===== src/rtl/irq_trk_pkg.sv =====
package irq_trk_pkg;
    typedef enum logic [1:0] {
        S_IDLE  = 2'd0,
        S_ASK   = 2'd1,
        S_SERVE = 2'd2
    } trk_state_e;
endpackage


===== src/rtl/irq_trk_arb.sv =====
module irq_trk_arb #(
    parameter int N_AGENTS = 4,
    localparam int AGENT_W = (N_AGENTS < 2) ? 1 : $clog2(N_AGENTS)
) (
    input  logic [N_AGENTS-1:0] req,
    output logic                any,
    output logic [AGENT_W-1:0]  win_idx
);
    logic [N_AGENTS:0]   seen;
    logic [N_AGENTS-1:0] win_oh;

    assign seen[0] = 1'b0;

    for (genvar i = 0; i < N_AGENTS; i++) begin : g_pri
        assign win_oh[i]   = req[i] & ~seen[i];
        assign seen[i + 1] = seen[i] | req[i];
    end

    assign any = seen[N_AGENTS];

    always_comb begin
        win_idx = '0;
        for (int k = 0; k < N_AGENTS; k++) begin
            if (win_oh[k]) win_idx = win_idx | AGENT_W'(k);
        end
    end

    always_comb begin
        assert ($onehot0(win_oh));
    end
endmodule


===== src/rtl/irq_trk_done_match.sv =====
module irq_trk_done_match #(
    parameter int N_AGENTS = 4,
    localparam int AGENT_W = (N_AGENTS < 2) ? 1 : $clog2(N_AGENTS)
) (
    input  logic               in_pass,
    input  logic               done_valid,
    input  logic [AGENT_W-1:0] done_agent,
    input  logic [AGENT_W-1:0] owner,
    output logic               done_ok
);
    assign done_ok = in_pass && done_valid && (done_agent == owner);
endmodule


===== src/rtl/irq_trk_fsm.sv =====
module irq_trk_fsm
    import irq_trk_pkg::*;
#(
    parameter int N_AGENTS = 4,
    localparam int AGENT_W = (N_AGENTS < 2) ? 1 : $clog2(N_AGENTS)
) (
    input  logic               clk,
    input  logic               rst_n,
    input  logic               arr_any,
    input  logic [AGENT_W-1:0] arr_win,
    input  logic               done_ok,
    input  logic               done_valid,
    input  logic [AGENT_W-1:0] done_agent,
    input  logic               dis_req,
    input  logic               en_req,
    input  logic [AGENT_W-1:0] en_agent,
    input  logic               run_grant,
    output logic               in_pass,
    output logic               line_mask,
    output logic               run_req,
    output logic [AGENT_W-1:0] owner,
    output logic               pend_flag,
    output logic               busy_flag,
    output logic               dis_flag
);
    trk_state_e         st_q, st_d;
    logic               pend_q, pend_d;
    logic               dis_q, dis_d;
    logic               mask_q, mask_d;
    logic [AGENT_W-1:0] own_q, own_d;

    always_ff @(posedge clk) begin
        if (!rst_n) begin
            st_q   <= S_IDLE;
            pend_q <= 1'b0;
            dis_q  <= 1'b0;
            mask_q <= 1'b0;
            own_q  <= '0;
        end else begin
            st_q   <= st_d;
            pend_q <= pend_d;
            dis_q  <= dis_d;
            mask_q <= mask_d;
            own_q  <= own_d;
        end
    end

    always_comb begin
        st_d   = st_q;
        pend_d = pend_q;
        dis_d  = dis_q;
        mask_d = mask_q;
        own_d  = own_q;

        if (arr_any) begin
            pend_d = 1'b1;
            mask_d = 1'b1;
        end

        if (dis_req) begin
            dis_d  = 1'b1;
            mask_d = 1'b1;
        end else if (en_req) begin
            dis_d = 1'b0;
        end

        unique case (st_q)
            S_IDLE: begin
                if (arr_any && !dis_q) begin
                    st_d   = S_ASK;
                    pend_d = 1'b0;
                    own_d  = arr_win;
                end else if (en_req && !dis_req && dis_q) begin
                    if (pend_q || arr_any) begin
                        st_d   = S_ASK;
                        pend_d = 1'b0;
                        own_d  = en_agent;
                    end else begin
                        mask_d = 1'b0;
                    end
                end
            end
            S_ASK: begin
                if (run_grant) st_d = S_SERVE;
            end
            S_SERVE: begin
                if (done_ok) begin
                    if (pend_q || arr_any) begin
                        st_d   = S_ASK;
                        pend_d = 1'b0;
                    end else begin
                        st_d = S_IDLE;
                        if (!dis_d) mask_d = 1'b0;
                    end
                end
            end
            default: st_d = S_IDLE;
        endcase
    end

    always_comb begin
        in_pass   = (st_q == S_SERVE);
        run_req   = (st_q == S_ASK);
        busy_flag = (st_q != S_IDLE);
        line_mask = mask_q;
        owner     = own_q;
        pend_flag = pend_q;
        dis_flag  = dis_q;
    end

    p_commit_r3: assert property (@(posedge clk) disable iff (!rst_n)
        (st_q == S_IDLE && !dis_q && arr_any) |=>
            (st_q == S_ASK && !pend_q && own_q == $past(arr_win)));

    p_mask_on_arrival_r2: assert property (@(posedge clk) disable iff (!rst_n)
        arr_any |=> mask_q);

    p_owner_stable_r5: assert property (@(posedge clk) disable iff (!rst_n)
        (st_q != S_IDLE) |=> (st_q == S_IDLE || st_q == S_ASK && $past(st_q) == S_IDLE
                              || $stable(own_q)));

    p_foreign_done_r9: assert property (@(posedge clk) disable iff (!rst_n)
        (st_q == S_SERVE && done_valid && done_agent != own_q) |=> (st_q == S_SERVE));

    p_loop_r7: assert property (@(posedge clk) disable iff (!rst_n)
        (st_q == S_SERVE && done_ok && pend_q) |=> (st_q == S_ASK && !pend_q));

    p_disabled_masked_r10: assert property (@(posedge clk) disable iff (!rst_n)
        dis_q |-> mask_q);

    p_dis_wins_r13: assert property (@(posedge clk) disable iff (!rst_n)
        (dis_req && en_req) |=> dis_q);
endmodule


===== src/rtl/irq_line_tracker.sv =====
module irq_line_tracker #(
    parameter int N_AGENTS = 4,
    localparam int AGENT_W = (N_AGENTS < 2) ? 1 : $clog2(N_AGENTS)
) (
    input  logic                clk,
    input  logic                rst_n,
    input  logic [N_AGENTS-1:0] arr_valid,
    output logic [N_AGENTS-1:0] ack_out,
    input  logic                done_valid,
    input  logic [AGENT_W-1:0]  done_agent,
    input  logic                dis_req,
    input  logic                en_req,
    input  logic [AGENT_W-1:0]  en_agent,
    output logic                line_mask,
    output logic                run_req,
    input  logic                run_grant,
    output logic [AGENT_W-1:0]  run_owner,
    output logic                pend_flag,
    output logic                busy_flag,
    output logic                dis_flag
);
    logic               arr_any;
    logic [AGENT_W-1:0] arr_win;
    logic               in_pass;
    logic               done_ok;
    logic [AGENT_W-1:0] owner;
    logic [N_AGENTS-1:0] ack_q;

    irq_trk_arb #(.N_AGENTS(N_AGENTS)) u_arb (
        .req     (arr_valid),
        .any     (arr_any),
        .win_idx (arr_win)
    );

    irq_trk_done_match #(.N_AGENTS(N_AGENTS)) u_done (
        .in_pass    (in_pass),
        .done_valid (done_valid),
        .done_agent (done_agent),
        .owner      (owner),
        .done_ok    (done_ok)
    );

    irq_trk_fsm #(.N_AGENTS(N_AGENTS)) u_fsm (
        .clk        (clk),
        .rst_n      (rst_n),
        .arr_any    (arr_any),
        .arr_win    (arr_win),
        .done_ok    (done_ok),
        .done_valid (done_valid),
        .done_agent (done_agent),
        .dis_req    (dis_req),
        .en_req     (en_req),
        .en_agent   (en_agent),
        .run_grant  (run_grant),
        .in_pass    (in_pass),
        .line_mask  (line_mask),
        .run_req    (run_req),
        .owner      (owner),
        .pend_flag  (pend_flag),
        .busy_flag  (busy_flag),
        .dis_flag   (dis_flag)
    );

    always_ff @(posedge clk) begin
        if (!rst_n) ack_q <= '0;
        else        ack_q <= arr_valid;
    end

    assign ack_out   = ack_q;
    assign run_owner = owner;

    p_ack_follows_r2: assert property (@(posedge clk) disable iff (!rst_n)
        (arr_valid != '0) |=> (ack_out == $past(arr_valid)));
endmodule


===== config.mk =====
export PLATFORM = sky130hd
export DESIGN_NAME = irq_line_tracker
export DESIGN_NICKNAME = d
export VERILOG_FILES = /design/src/rtl/irq_trk_pkg.sv /design/src/rtl/irq_trk_arb.sv /design/src/rtl/irq_trk_done_match.sv /design/src/rtl/irq_trk_fsm.sv /design/src/rtl/irq_line_tracker.sv
export SDC_FILE = /design/constraint.sdc
export NUM_CORES = 1
export LEC_CHECK = 0
export BUFFER_PORTS_ARGS = -buffer_cell sky130_fd_sc_hd__clkbuf_2
export CORE_UTILIZATION = 25
export DETAILED_ROUTE_END_ITERATION = 8
export PLACE_DENSITY = 0.54
export SYNTH_ARGS = -nofsm -noshare
export SYNTH_HDL_FRONTEND = slang
export SYNTH_SLANG_ARGS = --single-unit

===== constraint.sdc =====
create_clock -name clk -period 3.5 [get_ports clk]
set_input_delay 0.525 -clock clk [delete_from_list [all_inputs] [get_ports clk]]
set_output_delay 0.525 -clock clk [all_outputs]
set_load 0.02 [all_outputs]

**After elaboration in Yosys (flattened, before gate mapping)**

Index checks and enable logic that the tools add are counted.

- Word-level logic and storage cells: 66
- Flip-flop bits (word level): 11
- Input port bits: 14
- Output and inout bits: 11

- Equality and inequality tests: 7
- Reduce and logical (&&, ||, !) cells: 14
- Bitwise logic cells: 9
- Mux-type cells: 30

Operators with widths:

| operator | number |
|---|---|
| $mux 2 | 10 |
| $mux 1 | 17 |
| $ne 3x1->1 const B | 2 |
| $pmux 2 s3 | 1 |
| $reduce_bool 2->1 | 3 |
| $logic_and 1x1->1 | 5 |
| $pmux 1 s2 | 2 |
| $reduce_and 4->1 | 1 |
| $and 1x1->1 | 3 |
| $not 1->1 | 3 |
| $or 1x1->1 | 3 |
| $reduce_and 3->1 | 1 |
| $eq 2x1->1 const B | 1 |
| $eq 2x2->1 | 1 |
| $eq 2x2->1 const B | 1 |
| $logic_not 1->1 | 2 |
| $logic_not 2->1 | 1 |
| $ne 2x1->1 const B | 1 |
| $ne 2x2->1 const B | 1 |
| $logic_or 1x1->1 | 1 |

**Logic depth before layout (Yosys ltp)**

Gate-level depths: netlist (run 1).

- Depth in word-level cells: 9
- Gate-level depth with buffers: 5
- Mapped depth without buffers: 4

**Cells and area by module**

From an unflattened synthesis (run 1), not the netlist that was laid out.

- Cells, all modules: 59
- Area, all modules: 535.5 um^2

By module, submodules not included:

| module | cells an instance | seq. area each (um^2) | area each (um^2) | times used |
|---|---|---|---|---|
| irq_trk_fsm | 40 | 140.1 | 364.1 | 1 |
| irq_line_tracker | 8 | 80.1 | 105.1 | 1 |
| irq_trk_arb | 7 | 0.0 | 35.0 | 1 |
| irq_trk_done_match | 4 | 0.0 | 31.3 | 1 |

**Worst setup path after synthesis (run 1)**

No wires, ideal clock.

- Kind: input-to-reg
- Start: input arr_valid[1]
- End: register u_fsm.st_q[0]
- Setup time: 0.120 ns
- Slack: 2.081 ns
- Required time: 3.380 ns
- Arrival time: 1.300 ns
- Stages on the path: 4
- Cell sequence: nor4_4 -> and2b_1 -> nor2b_1 -> o31a_1

- Cells in the longest elaborated chain, start to end: 7

Ends and longest elaborated chain:

| what | RTL line | source |
|---|---|---|
| from (decl) | irq_line_tracker.sv:7 | `input logic [N_AGENTS-1:0] arr_valid,` |
| $or 1x1->1 * (3 in a row) | irq_trk_arb.sv:16 | `assign seen[i + 1] = seen[i] \| req[i];` |
| $logic_or 1x1->1 | irq_trk_fsm.sv:74, irq_trk_fsm.sv:88 |  |
| $mux 1 | irq_trk_fsm.sv:88 | `if (pend_q \|\| arr_any) begin` |
| $mux 2 | irq_trk_fsm.sv:87 | `if (done_ok) begin` |
| $pmux 2 s3 | irq_trk_fsm.sv:67 | `unique case (st_q)` |
| to (signal assigned) | irq_trk_fsm.sv:40 | `st_q <= st_d;` |
| to (decl) | irq_trk_fsm.sv:26 | `trk_state_e st_q, st_d;` |

Every way passes the cells marked *; elsewhere a longest branch is shown, timed or not. The select of a mux whose other input is x is not followed.
A chain may end at the register's enable or synchronous reset.

**Final worst setup path (run 1)**

- Start: register u_fsm.st_q[0]
- End: output run_req

- Cells in the longest elaborated chain, start to end: 1

Ends and longest elaborated chain:

| what | RTL line | source |
|---|---|---|
| $eq 2x1->1 | irq_trk_fsm.sv:103 | `run_req = (st_q == S_ASK);` |
| to (decl) | irq_line_tracker.sv:15 | `output logic run_req,` |

Every way passes these cells.

==> flow_summary.yaml, run 1 <==
setup_path:
  cp_data_arrival_time_ps: 1050
  crit_chain: "nor2b_1 -> clkbuf_2"
  crit_type: "register to primary output"
  slowest_delay_ps: 360
  cp_data_required_time_ps: 2970
  crit_slowest_cell: "dfxtp_1"
  crit_fanout: 4
  cp-end-kind: "primary output"
  crit_path_start_kind: "register"
routing:
  post-route-drc-count: 0
  first_pass_iters: 4
  wl_per_cell_um: 10.6
  ant_nets: 0
  wl_mm: 1.18
  drtIter0Drc: 13
  via_per_inst: 4.48
  route.vias.total: 497
logic_synthesis:
  synth_seq_cells: 11
  async_reset_ff_share_pct: 0
  synth_nets: 72
  yosys-top-cells-area: "dfxtp_1 41%, nor2b_1 5.8%, and2_1 4.6%"
  synth_edf_count: 0
  syn_avg_cell_area_um2: 9.34
  yosysSeqAreaShare_pct: 40.6
  synthFlopType: "dfxtp_1"
  yosys.area_share.simple_pct: 35.1
  synth_top_family_by_area: "simple AND/OR/NAND/NOR gates"
  synthAdderAreaFrac_pct: 0
  synth.distinct_cells: 30
  syn_inst: 58
  synth_top_area_cell: "dfxtp_1"
  synthMuxAreaShare_pct: 0
  netlist.area_leader.share_pct: 40.6
  syn-cell-area_um2: 542
  synth-xor-area-share_pct: 3.23
  ys_warn_count: 0
  synth_compound_area_share_pct: 16.9
layout:
  layout-drive-gt1-share_pct: 36.9
  stdcell_area_um2: 711
  antenna_cells: 0
  fin_nets: 99
  syn_to_final_growth_pct: 31.2
  final_common_cell: "clkbuf_2"
  final_util_pct: 35.5
  layout_common_cells: "24 x clkbuf_2, 11 x dfxtp_1, 5 x nor2b_1"
worst_hold_path:
  min_path_type: "register to register"
timing:
  clock.fmax_ghz: 0.636
  period_needed_ps: 1570
  setup_viol: 0
  skew_ps: 5.62
  timing.hold.ws_ps: 501
  final_hold_viol_count: 0
  finalCritPeriodShare_pct: 44.9
  setup_ws_ps: 1930
  drv_slew: 0
  tns_ps: 0
  slew_headroom_pct: 76.0
  tightest_slew_ps: 361
  rsz0062_at_grt: "false"
placed_design:
  dpl_cell_area_um2: 684
  dp_hpwl_um: 915
  io_buffers: 24
  pre_cts_ws_ps: 1840
  gp_congestion: 0.733
power_and_ir_drop:
  pwr_density_cell_nw_per_um2: 431
  ir_worst_vdd_mv: 0.158
  p_leak_uw: 0.000316
floorplan:
  die_h_um: 48.6
  initial_core_util_pct: 27.1
  die_area_um2: 2360
  ios: 25
  num_rows: 16
  dieWidth_um: 48.6
  core_um2: 2000
clocking:
  post-cts-setup-buffer-count: 0
  clock_latency_ps: 270
  clock-sinks: 11
  cts_buffers: 3
  cts_buffer_depth: 2
  tritoncts: "done"
  ctsHoldBuffers: 0
  h-tree-depth: 1
  clk_pin_slew_ps: 80
  root_buffer: "clkbuf_4"
  cts_resized: 0
outcome:
  status: "completed"
grt:
  antenna_found_initial: 0
  grt_max_degree: 12
  overflow: 0
  grt_usage_pct: 11.5
  grt_pass1_vias: 434
  grt_first_pass_wirelength_mm: 1.97
job:
  cap_violations: 0
per-stage QoR:
| step | std cells | total power, uW |
|---|---|---|
| 6_report | 111 | 306 |
| 5_1_grt | 111 | 328 |
| 4_1_cts | 111 | 310 |
| 3_5_place_dp | 107 | 221 |
| 3_3_place_gp | 107 | 221 |
| 2_1_floorplan | 58 | 194 |
layout make-up:
cell class | count | area (um^2)
multi-input cells | 42 | 299
flip-flops and latches | 11 | 220
well taps | 27 | 33.8
clock buffers | 4 | 26.3
inverters | 3 | 11.3
fillers | 223 | 1290
repair buffers | 24 | 120
flip-flops by register name, indices dropped and copies added (netlist names):
signal / cells
u_fsm.dis_flag: 1
u_fsm.owner: 2
u_fsm.st_q: 2
u_fsm.line_mask: 1
u_fsm.pend_flag: 1
ack_out: 4
worst max-delay path, delay by kind of cell (launching register included):
family / cells / cell delay (ps)
buf+inv: 1 / 200
simple gates: 1 / 210
flops: 1 / 360
layer usage:
layer / global-route usage, % / wire [um] / vias up
li1: - / - / 253
met1: 12.4 / 530 / 220
met2: 17.6 / 535 / 20
met3: 4.09 / 85 / 4
met4: 10.3 / 29 / 0
met5: 0 / 0 / -
Yosys cell counts, drive strengths merged, types with 2 or more instances:
cell	instances
a21boi	2
nand2b	3
dfxtp	11
nor2	4
nor2b	5
nor4	2
o21ai	2
xnor2	2
inv	3
and2	5
a21oi	2
kinds of logic after synthesis:
| family | after synthesis |
|---|---|
| buf+inv | 5 |
| compound gates | 12 |
| xor+xnor | 2 |
| simple gates | 28 |
| flops | 11 |
worst paths after layout:
check	from	endpoint	slack (ps)	cells after the start
max reg2reg	u_fsm.dis_flag	u_fsm.owner[0]	2060	4
min reg2reg	u_fsm.owner[1]	u_fsm.owner[1]	500	2
max	u_fsm.st_q[0]	run_req	1930	2
min	u_fsm.owner[1]	u_fsm.owner[1]	500	2
report_power, final:
part	leakage (uW)	switching [uW]	internal (uW)
logic	0.000209	40.1	33.9
registers	0.0000914	8.27	135
clock network	0.0000150	44.5	44.1
(Power assumes the default switching activity.)
==> run 2: changes to the inputs <==
--- a/config.mk
+++ b/config.mk
@@ -5,6 +5,7 @@
 export SDC_FILE = /design/constraint.sdc
 export NUM_CORES = 1
 export LEC_CHECK = 0
+export ABC_AREA = 1
 export BUFFER_PORTS_ARGS = -buffer_cell sky130_fd_sc_hd__clkbuf_2
 export CORE_UTILIZATION = 25
 export DETAILED_ROUTE_END_ITERATION = 8
==> constraint.sdc (replaced) <==
create_clock -name clk -period 1.31 [get_ports clk]
set_input_delay 0.1965 -clock clk [delete_from_list [all_inputs] [get_ports clk]]
set_output_delay 0.1965 -clock clk [all_outputs]
set_load 0.02 [all_outputs]
==> flow_summary.yaml, run 2 <==
logic_synthesis:
  yosysMostFrequentCell: "nand2_1"
  yosysSeqAreaShare_pct: 34.7
  synth-xor-area-share_pct: 1.38
  synth_nets: 108
  synthAdderAreaFrac_pct: 0
  netlist.area_leader.share_pct: 34.7
  yosys.area_share.simple_pct: 41.2
  syn_avg_cell_area_um2: 6.75
  synth_top_area_cell: "dfxtp_1"
  synthFlopType: "dfxtp_1"
  synthMuxAreaShare_pct: 0
  synth_edf_count: 0
  ys_warn_count: 0
  synth_compound_area_share_pct: 6.71
  async_reset_ff_share_pct: 0
  synthTopCellsByCount: "26 x nand2_1, 24 x inv_1, 11 x dfxtp_1"
  synth_top_family_by_area: "simple AND/OR/NAND/NOR gates"
  syn_inst: 94
  synth_seq_cells: 11
  synth.distinct_cells: 14
  yosys-top-cells-area: "dfxtp_1 35%, nand2_1 15%, inv_1 14%"
  syn-cell-area_um2: 634
timing:
  skew_ps: 1.96
  final_hold_viol_count: 0
  period_needed_ps: 1250
  tightest_slew_ps: 204
  slew_headroom_pct: 86.4
  tns_ps: 0
  clock.fmax_ghz: 0.800
  setup_viol: 0
  rsz0062_at_grt: "false"
  drv_slew: 0
  finalCritPeriodShare_pct: 95.4
power_and_ir_drop:
  power.switching_uw: 312
  p_int_uw: 582
  seqPwrFrac_pct: 43.5
  p_leak_uw: 0.000493
  ir_worst_vdd_mv: 0.502
  comb_power_share_pct: 29.8
  netSwitchingFraction_pct: 34.9
  power_uw: 894
  clockPowerShare_pct: 26.7
  pwr_density_cell_nw_per_um2: 1090
floorplan:
  die_h_um: 52.4
  num_rows: 17
  ios: 25
  core_um2: 2300
  die_area_um2: 2740
  initial_core_util_pct: 27.6
  dieWidth_um: 52.4
grt:
  antenna_found_initial: 0
  grt_max_degree: 10
  overflow: 0
  grt_first_pass_wirelength_mm: 2.13
  grt_pass1_vias: 558
  grt_usage_pct: 10.9
clocking:
  post-cts-setup-buffer-count: 0
  cts_buffer_depth: 2
  clk_pin_slew_ps: 70
  root_buffer: "clkbuf_4"
  tritoncts: "done"
  clock-sinks: 11
  h-tree-depth: 1
  ctsHoldBuffers: 0
  cts_buffers: 3
  clock_latency_ps: 270
setup_path:
  cp_data_arrival_time_ps: 1050
  crit_chain: "inv_1 -> nor2_2 -> buf_4"
  crit_path_start_kind: "register"
  crit_fanout: 3
  cp_data_required_time_ps: 1110
  crit_slowest_cell: "dfxtp_1"
  crit_type: "register to primary output"
  slowest_delay_ps: 380
  cp-end-kind: "primary output"
layout:
  fin_nets: 136
  final_cells: 149
  layout_common_cells: "26 x nand2_1, 24 x inv_1, 23 x clkbuf_2"
  layout-drive-gt1-share_pct: 31.4
  regArea_um2: 220
  largest_reg_flops: 4
  antenna_cells: 0
  multi_input_area_um2: 323
  fillCellCount: 262
  final_common_cell: "nand2_1"
  syn_to_final_growth_pct: 28.8
routing:
  dr_wl_met3_um: 104
  top_layer: "met4"
  wl_per_cell_um: 9.03
  wl_mm: 1.35
  met2WireLength_um: 657
  drt-met1-wl_um: 569
  via_per_inst: 4.08
  route.vias.total: 608
  first_pass_iters: 4
  ant_nets: 0
  post-route-drc-count: 0
  drtIter0Drc: 7
job:
  cap_violations: 0
placed_design:
  io_buffers: 24
  dp.cells: 145
  gp_congestion: 0.680
  dp_hpwl_mm: 1.09
outcome:
  status: "completed"
worst_hold_path:
  min_path_type: "input pin to register"
-- run 2: through the flow --
stage          setup slack, ps  cell area (um^2)  hold WS [ps]  utilization (%)
2_1_floorplan              222               634           290                -
3_3_place_gp               202               778           451             33.9
3_5_place_dp               200               778           455             33.9
4_1_cts                   1.13               807           158             35.1
5_1_grt                  0.940               817           172             35.6
6_report                  60.1               817           167             35.6
-- run 2: layout make-up --
type | instances | area share (%)
clock buffers | 4 | 3.22
inverters | 24 | 11.0
multi-input cells | 58 | 39.5
flip-flops and latches | 11 | 27.0
well taps | 28 | 4.29
repair buffers | 24 | 15.0
-- run 2: critical path: cells and delay by family, from the launching register on --
family	cells	cell delay, ps
AND/OR/NAND/NOR	1	140
buffers and inverters	2	260
flip-flops	1	380
-- run 2: final timing paths --
kind | from | end | slack, ps | cells after the start
setup / recovery | u_fsm.st_q[0] | run_req | 60 | 3
hold / removal | arr_valid[0] | ack_out[0] | 170 | 3
setup reg to reg | u_fsm.st_q[1] | u_fsm.st_q[1] | 170 | 7
hold reg to reg | u_fsm.dis_flag | u_fsm.dis_flag | 550 | 2
-- run 2: power groups by stage --
stage	Combinational (uW)	Clock, uW	Sequential [uW]
after floorplan	149	0	422
after global placement	261	0	391
after detailed placement	262	0	393
after CTS	264	256	386
after global routing	297	269	394
final	266	239	389
-- run 2: timing repair --
item	4_1_cts	5_1_grt
gates resized for setup	1	4
endpoints found under the hold margin	0	0
setup endpoints to repair	1	2
-- run 2: logic make-up (layout without fill, tap and decap cells) --
kind of cell / count (synthesis) / in the layout
buf+inv: 25 / 52
xor+xnor: 1 / 1
compound gates: 8 / 8
simple gates: 49 / 49
flops: 11 / 11
-- run 2: per-layer routing --
metal	vias to the layer above	GRT usage, %
met5	-	0
met4	0	3.95
met3	2	5.51
met2	19	19.8
met1	261	10.3
li1	326	-
==> run 3: changes to the inputs <==
--- a/config.mk
+++ b/config.mk
@@ -7,9 +7,9 @@
 export LEC_CHECK = 0
 export ABC_AREA = 1
 export BUFFER_PORTS_ARGS = -buffer_cell sky130_fd_sc_hd__clkbuf_2
-export CORE_UTILIZATION = 25
+export CORE_UTILIZATION = 46
 export DETAILED_ROUTE_END_ITERATION = 8
-export PLACE_DENSITY = 0.54
+export PLACE_DENSITY = 0.82
 export SYNTH_ARGS = -nofsm -noshare
 export SYNTH_HDL_FRONTEND = slang
 export SYNTH_SLANG_ARGS = --single-unit
==> constraint.sdc (replaced) <==
create_clock -name clk -period 1.38 [get_ports clk]
set_input_delay 0.207 -clock clk [delete_from_list [all_inputs] [get_ports clk]]
set_output_delay 0.207 -clock clk [all_outputs]
set_load 0.02 [all_outputs]
==> flow_summary.yaml, run 3 (synthesized netlist as in run 2, its figures left out) <==
layout:
  regArea_um2: 220
  largest_reg_flops: 4
  final_common_cell: "nand2_1"
  final_util_pct: 61.5
  fin_nets: 136
  layout-drive-gt1-share_pct: 30.6
  stdcell_area_um2: 791
  multi_input_area_um2: 315
  fillCellCount: 130
  layout_common_cells: "26 x nand2_1, 24 x inv_1, 24 x clkbuf_2"
  final_cells: 136
  syn_to_final_growth_pct: 24.7
  antenna_cells: 0
routing:
  drtIter0Drc: 9
  route.vias.total: 603
  wl_mm: 1.17
  ant_nets: 0
  first_pass_iters: 3
  post-route-drc-count: 0
  wl_per_cell_um: 8.63
  via_per_inst: 4.43
timing:
  final_hold_viol_count: 0
  tns_ps: 0
  skew_ps: 1.13
  period_needed_ps: 1310
  tightest_slew_ps: 247
  setup_ws_ps: 69.4
  finalCritPeriodShare_pct: 95.0
  slew_headroom_pct: 83.5
  drv_slew: 0
  rsz0062_at_grt: "false"
  setup_viol: 0
  clock.fmax_ghz: 0.763
placed_design:
  dpl_cell_area_um2: 762
  dp.cells: 132
  dp_hpwl_um: 977
  io_buffers: 24
  pre_cts_ws_ps: 258
  gp_congestion: 0.738
job:
  cap_violations: 0
setup_path:
  reg2reg_to: "u_fsm.st_q[1]"
  crit_fanout: 4
  reg2reg_slack_ps: 280
  cp_data_arrival_time_ps: 1100
  worstReg2RegStart: "u_fsm.st_q[0]"
  cp_data_required_time_ps: 1170
  cp-end-kind: "primary output"
  reg2reg_depth: 8
  crit_path_start_kind: "register"
  crit_type: "register to primary output"
power_and_ir_drop:
  ir_worst_vdd_mv: 0.649
  pwr_density_cell_nw_per_um2: 1060
  p_leak_uw: 0.000490
clocking:
  h-tree-depth: 1
  clock-sinks: 11
  clock_latency_ps: 270
  cts_buffer_depth: 2
  cts_buffers: 3
  post-cts-setup-buffer-count: 0
  tritoncts: "done"
  clk_pin_slew_ps: 70
  root_buffer: "clkbuf_4"
floorplan:
  ios: 25
  die_area_um2: 1530
  num_rows: 13
  die_h_um: 39.1
  core_um2: 1280
  initial_core_util_pct: 49.4
  dieWidth_um: 39.1
outcome:
  status: "completed"
grt:
  grt_pass1_vias: 477
  antenna_found_initial: 0
  grt_usage_pct: 17.6
  overflow: 0
  grt_max_degree: 10
  grt_first_pass_wirelength_mm: 1.78
worst_hold_path:
  hold_path.startpoint: "arr_valid[0]"
  min_path_type: "input pin to register"
  whs_endpoint: "ack_out[0]"
  min_path_cells: 3
run 3: changes by cell type in the layout (fill, tap and decap cells not counted), sizes merged:
cell | before | now
buf | 1 | 0
clkbuf | 27 | 28
run 3: timing repair:
item	CTS	global route
hold endpoints to repair	0	0
endpoints found under the setup margin	1	0
hold buffers	0	0
resized for setup	1	0
run 3: metal layers:
metal  share of wire [%]  track usage, %
met5                   0               0
met2                  45            30.0
met1                  44            18.9
met4                 1.6            5.17
met3                 8.3            8.67
run 3: how the worst max path moves through the flow:
| stage | startpoint | to | slack (ps) | depth (start not counted) |
|---|---|---|---|---|
| 3_3_place_gp | u_fsm.st_q[1] | busy_flag | 280 | 3 |
| 5_1_grt | u_fsm.st_q[0] | run_req | 30 | 3 |
| 6_report | u_fsm.st_q[1] | busy_flag | 70 | 3 |
| 2_1_floorplan | u_fsm.st_q[1] | u_fsm.line_mask | 290 | 6 |
| 3_5_place_dp | u_fsm.st_q[1] | busy_flag | 260 | 3 |
| 4_1_cts | u_fsm.st_q[1] | busy_flag | 60 | 3 |
run 3: report_power, final:
group | internal (uW) | switching [uW]
sequential | 348 | 17.8
combinational | 87.8 | 157
clock | 112 | 113
total | 548 | 288
run 3: final cells by class:
type	instances	area share, %
multi-input combinational	58	39.9
clock buffer	4	3.32
timing repair buffer	24	15.2
inverter	24	11.4
sequential	11	27.8
tap	15	2.37
run 3: through the flow:
| step | total power [uW] | hold slack, ps |
|---|---|---|
| 2_1_floorplan | 543 | 300 |
| 3_5_place_dp | 619 | 460 |
| 5_1_grt | 890 | 170 |
| 4_1_cts | 848 | 165 |
| 3_3_place_gp | 614 | 454 |
| 6_report | 836 | 174 |
run 3: critical path, stage by stage, from the launching register on:
cell      delay [ps]
dfxtp_1          330
nor2_2           240
inv_1            100
clkbuf_2         160
